<file path="src/rtl/cwdp_pkg.sv">
package cwdp_pkg;
  localparam int CW_BITS  = 14;
  localparam int SEL_BITS = 3;
  localparam int OP_BITS  = 5;
  localparam int NUM_REGS = 7;

  typedef enum logic [OP_BITS-1:0] {
    OP_PASS = 5'b00000,
    OP_INC  = 5'b00001,
    OP_ADD  = 5'b00010,
    OP_SUB  = 5'b00101,
    OP_DEC  = 5'b00110,
    OP_AND  = 5'b01000,
    OP_OR   = 5'b01010,
    OP_XOR  = 5'b01100,
    OP_NOT  = 5'b01110,
    OP_SHR  = 5'b10000,
    OP_SHL  = 5'b11000
  } aluOp_e;

  typedef struct packed {
    logic [SEL_BITS-1:0] srcA;
    logic [SEL_BITS-1:0] srcB;
    logic [NUM_REGS:1]   load;
    aluOp_e              op;
    logic                opKnown;
    logic                flagOp;
  } strobe_t;
endpackage

</file>
<file path="src/rtl/cwdp_ctrl.sv">
module cwdp_ctrl
  import cwdp_pkg::*;
(
  input  logic               clk,
  input  logic               rst,
  input  logic [CW_BITS-1:0] ctrlWord,
  output strobe_t            strb
);
  logic [SEL_BITS-1:0] destSel;
  logic [OP_BITS-1:0]  opField;

  // field layout
  assign destSel = ctrlWord[7:5];
  assign opField = ctrlWord[4:0];

  always_comb begin
    strb      = '0;
    strb.srcA = ctrlWord[13:11];
    strb.srcB = ctrlWord[10:8];
    // destination decoder, code zero drives no load line
    for (int k = 1; k <= NUM_REGS; k++)
      strb.load[k] = (destSel == SEL_BITS'(k));
    unique case (opField)
      OP_PASS, OP_INC, OP_ADD, OP_SUB, OP_DEC, OP_AND,
      OP_OR, OP_XOR, OP_NOT, OP_SHR, OP_SHL: begin
        strb.op      = aluOp_e'(opField);
        strb.opKnown = 1'b1;
      end
      default: begin
        strb.op      = OP_PASS;
        strb.opKnown = 1'b0;
      end
    endcase
    strb.flagOp = strb.opKnown &&
                  (strb.op == OP_ADD || strb.op == OP_SUB ||
                   strb.op == OP_INC || strb.op == OP_DEC);
  end


  load_onehot_chk: assert property (@(posedge clk) disable iff (rst)
    $onehot0(strb.load));
endmodule

</file>
<file path="src/rtl/cwdp_path.sv">
module cwdp_path
  import cwdp_pkg::*;
#(
  parameter int WIDTH = 8
) (
  input  logic             clk,
  input  logic             rst,
  input  strobe_t          strb,
  input  logic [WIDTH-1:0] dataIn,
  output logic [WIDTH-1:0] aluRes,
  output logic             carryOut,
  output logic             zeroOut
);
  localparam logic [WIDTH-1:0] ONE = WIDTH'(1);

  logic [NUM_REGS:1][WIDTH-1:0] regFile;
  logic [WIDTH-1:0] busA, busB;
  logic             carryRaw;

  // operand multiplexers
  always_comb begin
    busA = dataIn;
    busB = dataIn;
    for (int k = 1; k <= NUM_REGS; k++) begin
      if (strb.srcA == SEL_BITS'(k)) busA = regFile[k];
      if (strb.srcB == SEL_BITS'(k)) busB = regFile[k];
    end
  end

  // ALU
  always_comb begin
    carryRaw = 1'b0;
    aluRes   = '0;
    if (strb.opKnown) begin
      unique case (strb.op)
        OP_PASS: aluRes = busA;
        OP_INC:  {carryRaw, aluRes} = {1'b0, busA} + {1'b0, ONE};
        OP_ADD:  {carryRaw, aluRes} = {1'b0, busA} + {1'b0, busB};
        OP_SUB:  begin aluRes = busA - busB; carryRaw = busA < busB; end
        OP_DEC:  begin aluRes = busA - ONE;  carryRaw = busA == '0;  end
        OP_AND:  aluRes = busA & busB;
        OP_OR:   aluRes = busA | busB;
        OP_XOR:  aluRes = busA ^ busB;
        OP_NOT:  aluRes = ~busA;
        OP_SHR:  aluRes = {1'b0, busA[WIDTH-1:1]};
        OP_SHL:  aluRes = {busA[WIDTH-2:0], 1'b0};
        default: aluRes = '0;
      endcase
    end
  end


  assign carryOut = strb.flagOp && carryRaw;
  assign zeroOut  = strb.flagOp && (aluRes == '0);

  // register bank
  generate
    for (genvar k = 1; k <= NUM_REGS; k++) begin : g_reg
      always_ff @(posedge clk) begin
        if (rst)               regFile[k] <= '0;
        else if (strb.load[k]) regFile[k] <= aluRes;
      end

      write_dest_chk: assert property (@(posedge clk) disable iff (rst)
        strb.load[k] |=> (regFile[k] == $past(aluRes)));
    end
  endgenerate


  reset_clear_chk: assert property (@(posedge clk)
    rst |=> (regFile == '0));

  no_write_hold_chk: assert property (@(posedge clk) disable iff (rst)
    !(|strb.load) |=> $stable(regFile));

  flag_quiet_chk: assert property (@(posedge clk) disable iff (rst)
    !strb.flagOp |-> (!carryOut && !zeroOut));
endmodule

</file>
<file path="src/rtl/cw_datapath.sv">
module cw_datapath
  import cwdp_pkg::*;
#(
  parameter int WIDTH = 8
) (
  input  logic             clk,
  input  logic             rst,
  input  logic [13:0]      ctrlWord,
  input  logic [WIDTH-1:0] dataIn,
  output logic [WIDTH-1:0] busOut,
  output logic             carryOut,
  output logic             zeroOut
);
  strobe_t strb;

  cwdp_ctrl u_ctrl (
    .clk     (clk),
    .rst     (rst),
    .ctrlWord(ctrlWord),
    .strb    (strb)
  );

  cwdp_path #(.WIDTH(WIDTH)) u_path (
    .clk     (clk),
    .rst     (rst),
    .strb    (strb),
    .dataIn  (dataIn),
    .aluRes  (busOut),
    .carryOut(carryOut),
    .zeroOut (zeroOut)
  );
endmodule

</file>
<file path="config.mk">
export PLATFORM = sky130hd
export DESIGN_NAME = cw_datapath
export DESIGN_NICKNAME = d
export VERILOG_FILES = /design/src/rtl/cwdp_pkg.sv /design/src/rtl/cwdp_ctrl.sv /design/src/rtl/cwdp_path.sv /design/src/rtl/cw_datapath.sv
export SDC_FILE = /design/constraint.sdc
export NUM_CORES = 1
export LEC_CHECK = 0
export ABC_AREA = 1
export BUFFER_PORTS_ARGS = -buffer_cell sky130_fd_sc_hd__buf_2
export CORE_MARGIN = 5
export CORE_UTILIZATION = 52
export DETAILED_ROUTE_END_ITERATION = 8
export PLACE_DENSITY = 0.73
export RECOVER_POWER = 50
export SLEW_MARGIN = 20
export SYNTH_ARGS = -nofsm -noshare
export SYNTH_HDL_FRONTEND = slang
export SYNTH_SLANG_ARGS = --single-unit
</file>
<file path="constraint.sdc">
create_clock -name clk -period 4.3 [get_ports clk]
set_input_delay 0.645 -clock clk [delete_from_list [all_inputs] [get_ports clk]]
set_output_delay 0.645 -clock clk [all_outputs]
set_load 0.02 [all_outputs]
</file>
[After elaboration in Yosys (flattened, before gate mapping)]
Index checks and enable logic that the tools add are counted.
Storage, ports and cells
  bits of input ports: 24
  register bits: 56
  output and inout port bits: 10
Operators by class
  $lt $le $gt $ge: 1
  add/subtract/negate cells: 4
  multiplexer cells: 19
  eq/ne operators: 41
  bitwise gates (word level): 4
  reduce and logical (&&, ||, !) cells: 11
Operators by type and width (count)
  $mux 8: 15
  $pmux 8 s11: 1
  $eq 5x4->1 const B: 8
  $eq 3x3->1 const B: 12
  $eq 5x3->1 const B: 4
  $eq 5x5->1 const B: 4
  $eq 3x2->1 const B: 6
  $logic_not 8->1: 2
  $reduce_or 11->1: 1
  $eq 5x1->1 const B: 2
  $eq 5x2->1 const B: 2
  $logic_not 5->1: 2
  $add 8x1->9 const B: 1
  $add 8x8->9: 1
  $eq 3x1->1 const B: 3
  $and 8x8->8: 1
  $lt 8x8->1: 1
  $not 8->8: 1
  $or 8x8->8: 1
  $sub 8x1->8 const B: 1
  $sub 8x8->8: 1
  $xor 8x8->8: 1
  $mux 6: 1
  $pmux 1 s4: 1
  other kinds (3): 7

[Longest topological paths before layout]
Gate-level depths: netlist of the first run.
  depth in word-level cells: 13
  depth in mapped cells: 33

[By module]
Synthesis of the first run repeated with hierarchy kept, for this count alone.
Second synthesis, totals
  cells, all modules: 842
  area, all modules: 5139.9 sq um
By module, submodules not included
  cwdp_path: sequential area each 1121.1 sq um, cells each 800, area an instance 4927.2 sq um, instances 1
  cwdp_ctrl: sequential area each 0.0 sq um, cells each 42, area an instance 212.7 sq um, instances 1

[Worst setup path after synthesis of the first run]
No wires, ideal clock.
  path type: input port to output port
  start point: input ctrlWord[9]
  end point: output zeroOut
  setup slack: -0.480 ns
  stages: 29
  data arrival time: 4.135 ns
  required time: 3.655 ns
  cells stage by stage: clkinv_1 nand3_1 clkbuf_1 nor2_1 a211oi_1 a211oi_1 o21ai_0 a21oi_1 nor2_1 nor2_1 inv_1 ha_1 inv_1 ha_1 or2_2 or2_2 nand3_1 o2111ai_1 a21oi_1 nand3_1 nor2_1 nand2_1 nand2_2 nand2_1 a21oi_1 nand2_1 nor2_1 nand2_1 nor2_1
On the way
  cells in the longest elaborated chain, start to end: 13
RTL lines
  start: declaration: RTL line cw_datapath.sv:8  | input logic [13:0] ctrlWord,
  $eq 3x1->1: RTL line cwdp_path.sv:26  | if (strb.srcB == SEL_BITS'(k)) busB = regFile[k];
  $mux 8 (6 in a row): RTL line cwdp_path.sv:26
  $mux 8 (*): RTL line cwdp_path.sv:26
  $sub 8x8->8, or another cell as far along: RTL line cwdp_path.sv:39  | OP_SUB: begin aluRes = busA - busB; carryRaw = busA < busB; end
  $pmux 8 s11 (*): RTL line cwdp_path.sv:35  | unique case (strb.op)
  $mux 8 (*): RTL line cwdp_path.sv:34  | if (strb.opKnown) begin
  $logic_not 8->1 (*): RTL line cwdp_path.sv:54  | assign zeroOut = strb.flagOp && (aluRes == '0);
  $logic_and 1x1->1 (*): RTL line cwdp_path.sv:54
  end: declaration: RTL line cw_datapath.sv:12  | output logic zeroOut
Mark *: on every way between the ends. The rest lies on a longest branch, timed or not.

[Worst setup path in the final report of the first run]
  start point: input ctrlWord[10]
  end point: output zeroOut
Same word-level chain as after synthesis.

==> results.ini, run 1 <==
[synthesis]
synthTopCellsByArea = dfxtp_1 (22%), nand2_1 (14%), a21oi_1 (11%)
synth_common_cells = nand2_1 (184), a21oi_1 (107), inv_1 (102)
yosys.area.top_type_share = 0.222
synth_edf_count = 0
synth_cell_types = 41
yosys.area.top_type = dfxtp_1
seq_area_frac_synth = 0.222
synthesis.nets = 906
syn_area_per_cell_um2 = 5.92
yosys.cell_count.top_type = nand2_1
ys.flop_type = dfxtp_1
synthArstFlopShare = 0
ys_warn_count = 0
ys_ff_latch = 56
syn_inst = 854
synth_area_um2 = 5060

[place]
place.gp.congestion = 0.981
port_buffers = 33
dp_hpwl_mm = 15.7

[pwr]
pwr_density_cell_nw_per_um2 = 262
ir_drop_mv = 0.422
p_leak_nw = 3.58

[global_routing]
grt_antenna_before_repair = 0
overflow = 0
grtUsageTotal = 0.347
grt_pass1_wl_mm = 32.1
grt_max_degree = 57
grt_pass1_vias = 6439

[sta]
slew_headroom = 0.488
skew_ns = 0.00953
holdWs_ns = 0.557
finalHoldViolCount = 0
setup_violations = 8
fin_crit_ns = 4.67
rsz0062_at_grt = true
max_freq_mhz = 214
finalSetupTns_ns = -1.65
worstMarginPinSlew_ns = 0.763
finalWorstSetupSlack_ns = -0.368
slew_violations = 0
period_share = 1.09

[route]
first_pass_iters = 7
drtIter0Drc = 711
viasPerCell = 5.79
drt_drc_violations_left = 0
final_antenna_net_count = 0
highest_layer = met4
wl_met3_mm = 2.00
met1_length_mm = 8.56
wirelength_mm = 20.6
met2_wirelength_mm = 9.38
routedWlPerCell_um = 17.4
vias = 6834

[setup_path]
crit_arrival_ns = 4.02
critical_path_required_ns = 3.65
path_class = primary input to output pin
crit_fanout = 6
r2r_cells = 32
startpoint_type = primary input
critPathCaptureType = output pin

[clock_network]
clk_latency_ns = 0.32
clockRootBuffer = clkbuf_8
cts-htree-levels = 2
cts_tree = done
clkTransAtPathRegs_ns = 0.09
hold_buffers = 0
cts_max_path_buffers = 2
cts_sinks = 56
cts_buffers = 5

[floorplanning]
die_area_um2 = 11800
num_io_pins = 34
fp-row-count = 36
die_h_um = 109
die_w_um = 109
core-area_um2 = 9640
start_util = 0.525

[cells_and_area]
top_register = u_path.regFile
regArea_um2 = 1120
antenna_cells = 0
drive_gt1_frac = 0.325
largest_reg_flops = 56
nNetsFinal = 1099
fillers = 776
postLayoutCoreUtil = 0.755
reg_top3 = u_path.regFile x56
syn2layout_area_growth_pct = 43.9
multiInputGateArea_um2 = 3790

[run_status]
violations = negative setup slack
status = finished with violations

[worst_hold_path]
hold_path.class = register to register
hold_depth = 2

[run]
cap_viol_max_count = 0

[routing by layer]
| layer | vias up | global-route usage |
|---|---|---|
| met5 | - | 0 |
| met4 | 0 | 0.109 |
| met3 | 62 | 0.0503 |
| met2 | 387 | 0.565 |
| met1 | 3145 | 0.473 |
| li1 | 3240 | - |
[power breakdown]
part | internal (W) | total, W | switching (W)
combinational | 0.000454 | 0.00103 | 0.000575
sequential | 0.000545 | 0.000573 | 0.0000281
clock | 0.000132 | 0.000302 | 0.000170
total | 0.00113 | 0.00190 | 0.000773
[timing repair]
item | in CTS | in global routing
pin swaps | 52 | 45
endpoints found under the setup margin | 9 | 9
endpoints found under the hold margin | 0 | 0
setup buffers | 22 | 10
gates resized for setup | 79 | 66
[worst max-delay path, stage by stage]
cell      delay (ns)
buf_12          0.12
inv_8           0.06
nand3_4         0.11
buf_6           0.15
buf_4           0.12
mux2i_1         0.17
o21ai_0         0.15
o211ai_1        0.14
nand3_1         0.17
a22oi_1         0.18
buf_4           0.17
inv_1           0.05
ha_1            0.32
inv_1           0.14
o22ai_1         0.10
a21oi_1         0.15
nand3_2         0.10
nor2_2          0.13
nand2_1         0.08
nor2_1          0.11
nand2_1         0.07
nor2_2          0.15
nor2_4          0.05
nor2_2          0.11
nand2_2         0.07
nor2_4          0.08
buf_6           0.12
[final timing paths]
path	startpoint	endpoint	slack, ns
worst max-delay path	ctrlWord[10]	zeroOut	-0.37
worst min-delay path	u_path.regFile[34]	u_path.regFile[34]	0.56
worst max register to register	u_path.regFile[0]	u_path.regFile[22]	0.47
worst min register to register	u_path.regFile[34]	u_path.regFile[34]	0.56
[per-stage QoR]
step                std cells  instance area (um^2)  total power [W]  setup slack (ns)
detailed placement       1144                  6450          0.00142            -0.544
global route             1181                  7280          0.00202            -0.653
finish                   1181                  7280          0.00190            -0.368
global placement         1144                  6450          0.00139            -0.464
floorplan                 854                  5130          0.00103           0.00439
CTS                      1172                  6960          0.00179            -0.250
[layout make-up]
type / instances / area share
clock buffer: 6 / 0.0113
clock inverter: 2 / 0.00189
inverter: 115 / 0.0645
multi-input combinational: 661 / 0.521
sequential: 56 / 0.154
tap: 133 / 0.0229
timing repair buffer: 208 / 0.224
[cells by family (layout without fill, tap and decap cells)]
logic type	count (synthesis)	count (layout)	share of synthesized area
flops	56	56	0.222
mux	4	4	0.00792
xor+xnor	1	1	0.00173
simple gates	393	393	0.344
fa+ha+maj	28	28	0.0707
buf+inv	137	331	0.106
compound gates	235	235	0.249
[cell usage in the layout (no fill, tap or decap), types with 10 or more instances in the layout]
| master | count |
|---|---|
| nand2_1 | 171 |
| buf_4 | 162 |
| a21oi_1 | 98 |
| inv_1 | 88 |
| o21ai_0 | 80 |
| nand3_1 | 66 |
| nor2_1 | 66 |
| dfxtp_1 | 56 |
| nand2_2 | 22 |
| buf_6 | 22 |
| ha_1 | 20 |
| buf_2 | 20 |
| inv_2 | 19 |
| nand4_1 | 11 |
| nor3_1 | 10 |
| o21ai_1 | 10 |
No activity file was read; power rests on OpenSTA's default activity.
==> run 2, diff against run 1 <==
CORE_ASPECT_RATIO = 0.7   (was default)
CORE_UTILIZATION = 56   (was 52)
PLACE_DENSITY = 0.78   (was 0.73)
==> results.ini, run 2 (synthesized netlist as in run 1, its figures left out) <==
[run_status]
status = finished with violations
violations = design-rule violations, negative setup slack

[global_routing]
grt_pass1_vias = 6322  ; -1.8%
grt_max_degree = 57  ; unchanged
grt_antenna_before_repair = 1  ; +1
grtUsageTotal = 0.406  ; +0.0596
grt_pass1_wl_mm = 34.2  ; +6.3%
overflow = 0  ; unchanged

[cells_and_area]
final_common_cell = nand2_1
regArea_um2 = 1120  ; unchanged
antenna_cells = 0  ; unchanged
postLayoutCoreUtil = 0.846  ; +0.0910
multiInputGateArea_um2 = 3970  ; +4.6%
largest_reg_flops = 56  ; unchanged
fillers = 566  ; -27%
drive_gt1_frac = 0.352  ; +0.0271
syn2layout_area_growth_pct = 49.3
nNetsFinal = 1095  ; -0.36%
top_register = u_path.regFile
layout_common_cells = nand2_1 (159), buf_4 (149), a21oi_1 (93)
reg_top3 = u_path.regFile x56
layoutNonFillerInstCount = 1168  ; -1.1%

[place]
place.gp.congestion = 1.03  ; +5.5%
dp_slack_ns = -0.720  ; -0.176 ns
port_buffers = 33  ; unchanged
dp_hpwl_mm = 16.5  ; +5.0%
dp.cells = 1132  ; -1.0%

[clock_network]
cts_max_path_buffers = 2  ; unchanged
clockRootBuffer = clkbuf_16
cts-htree-levels = 2  ; unchanged
cts_sinks = 56  ; unchanged
clk_latency_ns = 0.31  ; about the same
cts_tree = done
cts_buffers = 5  ; unchanged
clkTransAtPathRegs_ns = 0.07  ; -0.02 ns

[sta]
setup_violations = 8  ; unchanged
slew_headroom = 0.228  ; -0.260
max_freq_mhz = 209  ; -2.2%
finalWorstSetupSlack_ns = -0.475  ; -0.107 ns
slew_violations = 0  ; unchanged
period_share = 1.11  ; +0.0249
rsz0062_at_grt = true
finalHoldViolCount = 0  ; unchanged
worstMarginPinSlew_ns = 1.15  ; +0.388 ns
skew_ns = 0.00797  ; -0.00156 ns
fin_crit_ns = 4.78  ; +0.107 ns

[pwr]
ir_drop_mv = 0.284  ; -33%
pwr-share-comb = 0.529  ; -0.011
intPower_w = 0.00124  ; +9.9%
pwr_density_cell_nw_per_um2 = 284  ; +8.8%
p_sw_w = 0.000905  ; +17%
p_leak_nw = 3.65  ; +2.1%
swShare = 0.421  ; +0.0154
seq_power_share = 0.267  ; -0.034
pwr-share-clk = 0.204  ; +0.045

[floorplanning]
die_w_um = 124  ; +14%
start_util = 0.567  ; +0.0419
fp-row-count = 29  ; -19%
die_area_um2 = 11100  ; -6.2%
core-area_um2 = 8930  ; -7.4%
die_h_um = 89.5  ; -18%
num_io_pins = 34  ; unchanged

[setup_path]
critical_path_required_ns = 3.65  ; about the same
regToRegSetupSlack_ns = 0.48  ; about the same
worstReg2RegStart = u_path.regFile[0]
worstReg2RegEnd = u_path.regFile[38]
path_class = primary input to output pin
crit_path_start = ctrlWord[10]
r2r_cells = 31  ; -3.1%
startpoint_type = primary input
crit_arrival_ns = 4.13  ; +0.11 ns
endpoint = zeroOut
critPathCaptureType = output pin
crit_fanout = 5  ; -1

[route]
final_antenna_net_count = 0  ; unchanged
first_pass_iters = 9  ; +2
routedWlPerCell_um = 20.7  ; +19%
vias = 7409  ; +8.4%
drtIter0Drc = 1372  ; +93%
wirelength_mm = 24.2  ; +18%
drt_drc_violations_left = 22  ; +22
viasPerCell = 6.34  ; +9.6%

[worst_hold_path]
hp-start = u_path.regFile[37]
hold_path.class = register to register

[run]
cap_viol_max_count = 0  ; unchanged

[run 2: changes by cell type in the layout (fill, tap and decap cells not counted), sizes merged]
cell      before  now
clkinvlp       0    1
clkbuf         7    6
buf          207  203
[run 2: repair_timing]
item / CTS / global route
pin swaps: 56 / 63
hold buffers: 0 / 0
setup buffers: 22 / 11
gates cloned: 0 / 1
setup endpoints to repair: 9 / 16
gates resized for setup: 107 / 108
[run 2: metrics by stage]
step | power [W] | TNS, ns | hold WS (ns) | cell area [um^2]
after floorplan | 0.00103 | 0 | 0.505 | 5130
after global placement | 0.00139 | -4.15 | 0.520 | 6410
after detailed placement | 0.00141 | -6.03 | 0.523 | 6410
after CTS | 0.00197 | -2.43 | 0.545 | 7120
after global routing | 0.00223 | -3.84 | 0.595 | 7550
final | 0.00215 | -2.79 | 0.551 | 7550
[run 2: per-layer routing]
metal	part of all wire	wire length (um)	global-route usage	up-vias
li1	-	-	-	3234
met1	0.39	9430	0.591	3392
met2	0.39	9430	0.557	643
met3	0.17	4220	0.155	138
met4	0.045	1080	0.0995	2
met5	0.00062	15	0	-
[run 2: cell type report]
class / instances / area share
multi-input cells: 661 / 0.525
repair buffers: 204 / 0.221
flip-flops and latches: 56 / 0.148
inverters: 115 / 0.0641
well taps: 124 / 0.0205
clock buffers: 5 / 0.0166
clock inverters: 3 / 0.00364
[run 2: power groups by stage]
stage,sequential (W),combinational (W),clock [W]
2_1_floorplan,0.000569,0.000466,0
3_3_place_gp,0.000579,0.000811,0
3_5_place_dp,0.000580,0.000832,0
4_1_cts,0.000569,0.000971,0.000429
5_1_grt,0.000574,0.00120,0.000458
6_report,0.000575,0.00114,0.000437
[run 2: how the worst min path moves through the flow]
stage | endpoint | slack [ns] | cells past startpoint
after floorplan | u_path.regFile[23] | 0.50 | 2
after global placement | u_path.regFile[1] | 0.52 | 2
after detailed placement | u_path.regFile[55] | 0.52 | 2
after CTS | u_path.regFile[55] | 0.55 | 2
after global routing | u_path.regFile[1] | 0.59 | 2
final | u_path.regFile[37] | 0.55 | 2
[run 2: worst max-delay path, stage by stage]
cell and delay (ns):
buf_12 0.11, inv_8 0.06, nand3_4 0.11, buf_12 0.16, buf_8 0.12, nand2_1 0.07
o21ai_2 0.06, o21ai_1 0.16, o211ai_1 0.11, o211ai_1 0.16, a22oi_2 0.11, buf_4 0.16
buf_4 0.14, ha_1 0.25, a21oi_2 0.19, nand3_1 0.09, nand3_1 0.10, o2111ai_2 0.12
a21oi_2 0.19, nand3_1 0.09, nor2_1 0.12, nand3_1 0.15, a21oi_2 0.19, nand2_1 0.08
nor2_2 0.10, nand2_2 0.07, nor2_4 0.08, buf_6 0.12
==> run 3, diff against run 2 <==
CORE_MARGIN = default   (was 5)
CORE_UTILIZATION = 45   (was 56)
PLACE_DENSITY = default   (was 0.78)
==> results.ini, run 3 (synthesized netlist as in run 1, its figures left out) <==
[run_status]
status = finished with violations
violations = negative setup slack

[global_routing]
grt_pass1_vias = 6256  ; -1.0%
grt_antenna_before_repair = 0  ; -1
overflow = 0  ; unchanged
grt_max_degree = 48  ; -16%
grtUsageTotal = 0.370  ; -0.0367
grt_pass1_wl_mm = 33.1  ; -3.3%

[sta]
fin_crit_ns = 4.68  ; -0.0911 ns
worstMarginPinSlew_ns = 1.06  ; -0.0900 ns
finalWorstSetupSlack_ns = -0.384  ; +0.0911 ns
slew_headroom = 0.288  ; +0.0598
rsz0062_at_grt = true
period_share = 1.09  ; -0.0212
finalHoldViolCount = 0  ; unchanged
skew_ns = 0.00889  ; +0.000921 ns
max_freq_mhz = 213  ; +1.9%
setup_violations = 8  ; unchanged
slew_violations = 0  ; unchanged

[route]
routedWlPerCell_um = 18.8  ; -9.4%
met2_wirelength_mm = 8.79  ; -6.8%
first_pass_iters = 5  ; -4
drtIter0Drc = 732  ; -47%
final_antenna_net_count = 0  ; unchanged
vias = 6946  ; -6.2%
met1_length_mm = 10.4  ; +9.9%
drt_drc_violations_left = 0  ; -100%
wl_met3_mm = 3.10  ; -27%
viasPerCell = 5.76  ; -9.2%
highest_layer = met4
wirelength_mm = 22.6  ; -6.5%

[floorplanning]
die_h_um = 90.7  ; +1.3%
fp-row-count = 31  ; +6.9%
die_area_um2 = 11700  ; +5.5%
num_io_pins = 34  ; unchanged
start_util = 0.476  ; -0.0907
die_w_um = 129  ; +4.1%
core-area_um2 = 10600  ; +19%

[cells_and_area]
layout_common_cells = buf_4 (169), nand2_1 (167), a21oi_1 (91)
top_register = u_path.regFile
antenna_cells = 0  ; unchanged
syn2layout_area_growth_pct = 49.5
reg_top3 = u_path.regFile x56
nNetsFinal = 1109  ; +1.3%
final_common_cell = buf_4
drive_gt1_frac = 0.347  ; -0.00561
largest_reg_flops = 56  ; unchanged
fillers = 901  ; +59%

[place]
dp_hpwl_mm = 16.3  ; -0.94%
place.gp.congestion = 1.02  ; -1.2%
dp_slack_ns = -0.616  ; +0.104 ns
port_buffers = 33  ; unchanged

[clock_network]
clkTransAtPathRegs_ns = 0.08  ; about the same
cts_max_path_buffers = 2  ; unchanged
cts_buffers = 5  ; unchanged
cts-htree-levels = 2  ; unchanged
cts_tree = done
clockRootBuffer = clkbuf_16
clk_latency_ns = 0.30  ; about the same
cts_sinks = 56  ; unchanged
hold_buffers = 0  ; unchanged

[setup_path]
critPathSlowestCell = nor3_4
startpoint_type = primary input
crit_arrival_ns = 4.04  ; -0.09 ns
r2r_cells = 28  ; -9.7%
critPathCaptureType = output pin
critical_path_required_ns = 3.65  ; about the same
path_class = primary input to output pin
critPathMaxStageDelay_ns = 0.25  ; about the same
regToRegSetupSlack_ns = 0.59  ; +0.11 ns
cp_common_cell = nand2_1
crit_fanout = 4  ; -1

[pwr]
total_power_w = 0.00215  ; about the same
ir_drop_mv = 0.227  ; -20%
pwr_density_cell_nw_per_um2 = 284  ; about the same
p_leak_nw = 3.67  ; +0.50%

[run]
cap_viol_max_count = 0  ; unchanged

[worst_hold_path]
hold_depth = 2  ; unchanged
hold_path.class = register to register

-- run 3: cell types whose count changed in the layout (fill, tap and decap cells not counted), moves of 3 or more --
cell | previous run | this run
a21oi_2 | 11 | 16
a21oi_4 | 4 | 1
buf_4 | 149 | 169
buf_8 | 5 | 0
nand2_1 | 159 | 167
nand2_2 | 29 | 24
nand2_4 | 8 | 5
nor2_2 | 15 | 10
nor2_4 | 4 | 7
-- run 3: path summary, 6_finish.rpt --
check	from	end
worst max-delay path	ctrlWord[8]	zeroOut
worst min-delay path	u_path.regFile[48]	u_path.regFile[48]
worst max register to register	u_path.regFile[0]	u_path.regFile[54]
worst min register to register	u_path.regFile[48]	u_path.regFile[48]
-- run 3: where the power goes --
group | leakage, nW | internal, W | switching [W]
clock network | 0.0815 | 0.000278 | 0.000207
logic | 3.13 | 0.000479 | 0.000611
registers | 0.458 | 0.000545 | 0.0000295
total | 3.67 | 0.00130 | 0.000847
-- run 3: worst max-delay path: cells and delay by family --
kind | cells | cell delay (ns)
AOI/OAI and AO/OA | 6 | 0.74
adders and majority gates | 2 | 0.37
buffers and inverters | 6 | 0.55
and+or+nand+nor | 15 | 1.75
-- run 3: cell type report --
cell class	instances	area (um^2)	share of cell area
clock buffers	6	129	0.0170
clock inverters	2	38.8	0.00513
inverters	115	492	0.0650
multi-input cells	661	3870	0.512
flip-flops and latches	56	1120	0.148
well taps	148	185	0.0245
repair buffers	218	1730	0.228
-- run 3: per-layer routing --
metal | GRT usage | vias to the layer above
met5 | 0 | -
met1 | 0.563 | 3219
met2 | 0.500 | 419
met4 | 0.0500 | 0
li1 | - | 3262
met3 | 0.121 | 46
-- run 3: metrics by stage --
step                      hold WS [ns]  setup TNS (ns)  std cells   util  instance area (um^2)
final                            0.547           -1.46       1206  0.712                  7560
after global routing             0.588           -3.25       1206  0.712                  7560
after CTS                        0.547          -0.996       1193  0.677                  7200
after detailed placement         0.531           -3.38       1163  0.613                  6510
after global placement           0.520           -2.85       1163  0.613                  6510
after floorplan                  0.505               0        854      -                  5130
-- run 3: repair_timing --
action	CTS	global route
gates resized for setup	109	77
pin swaps	42	54
setup endpoints to repair	9	9
setup buffers	23	15
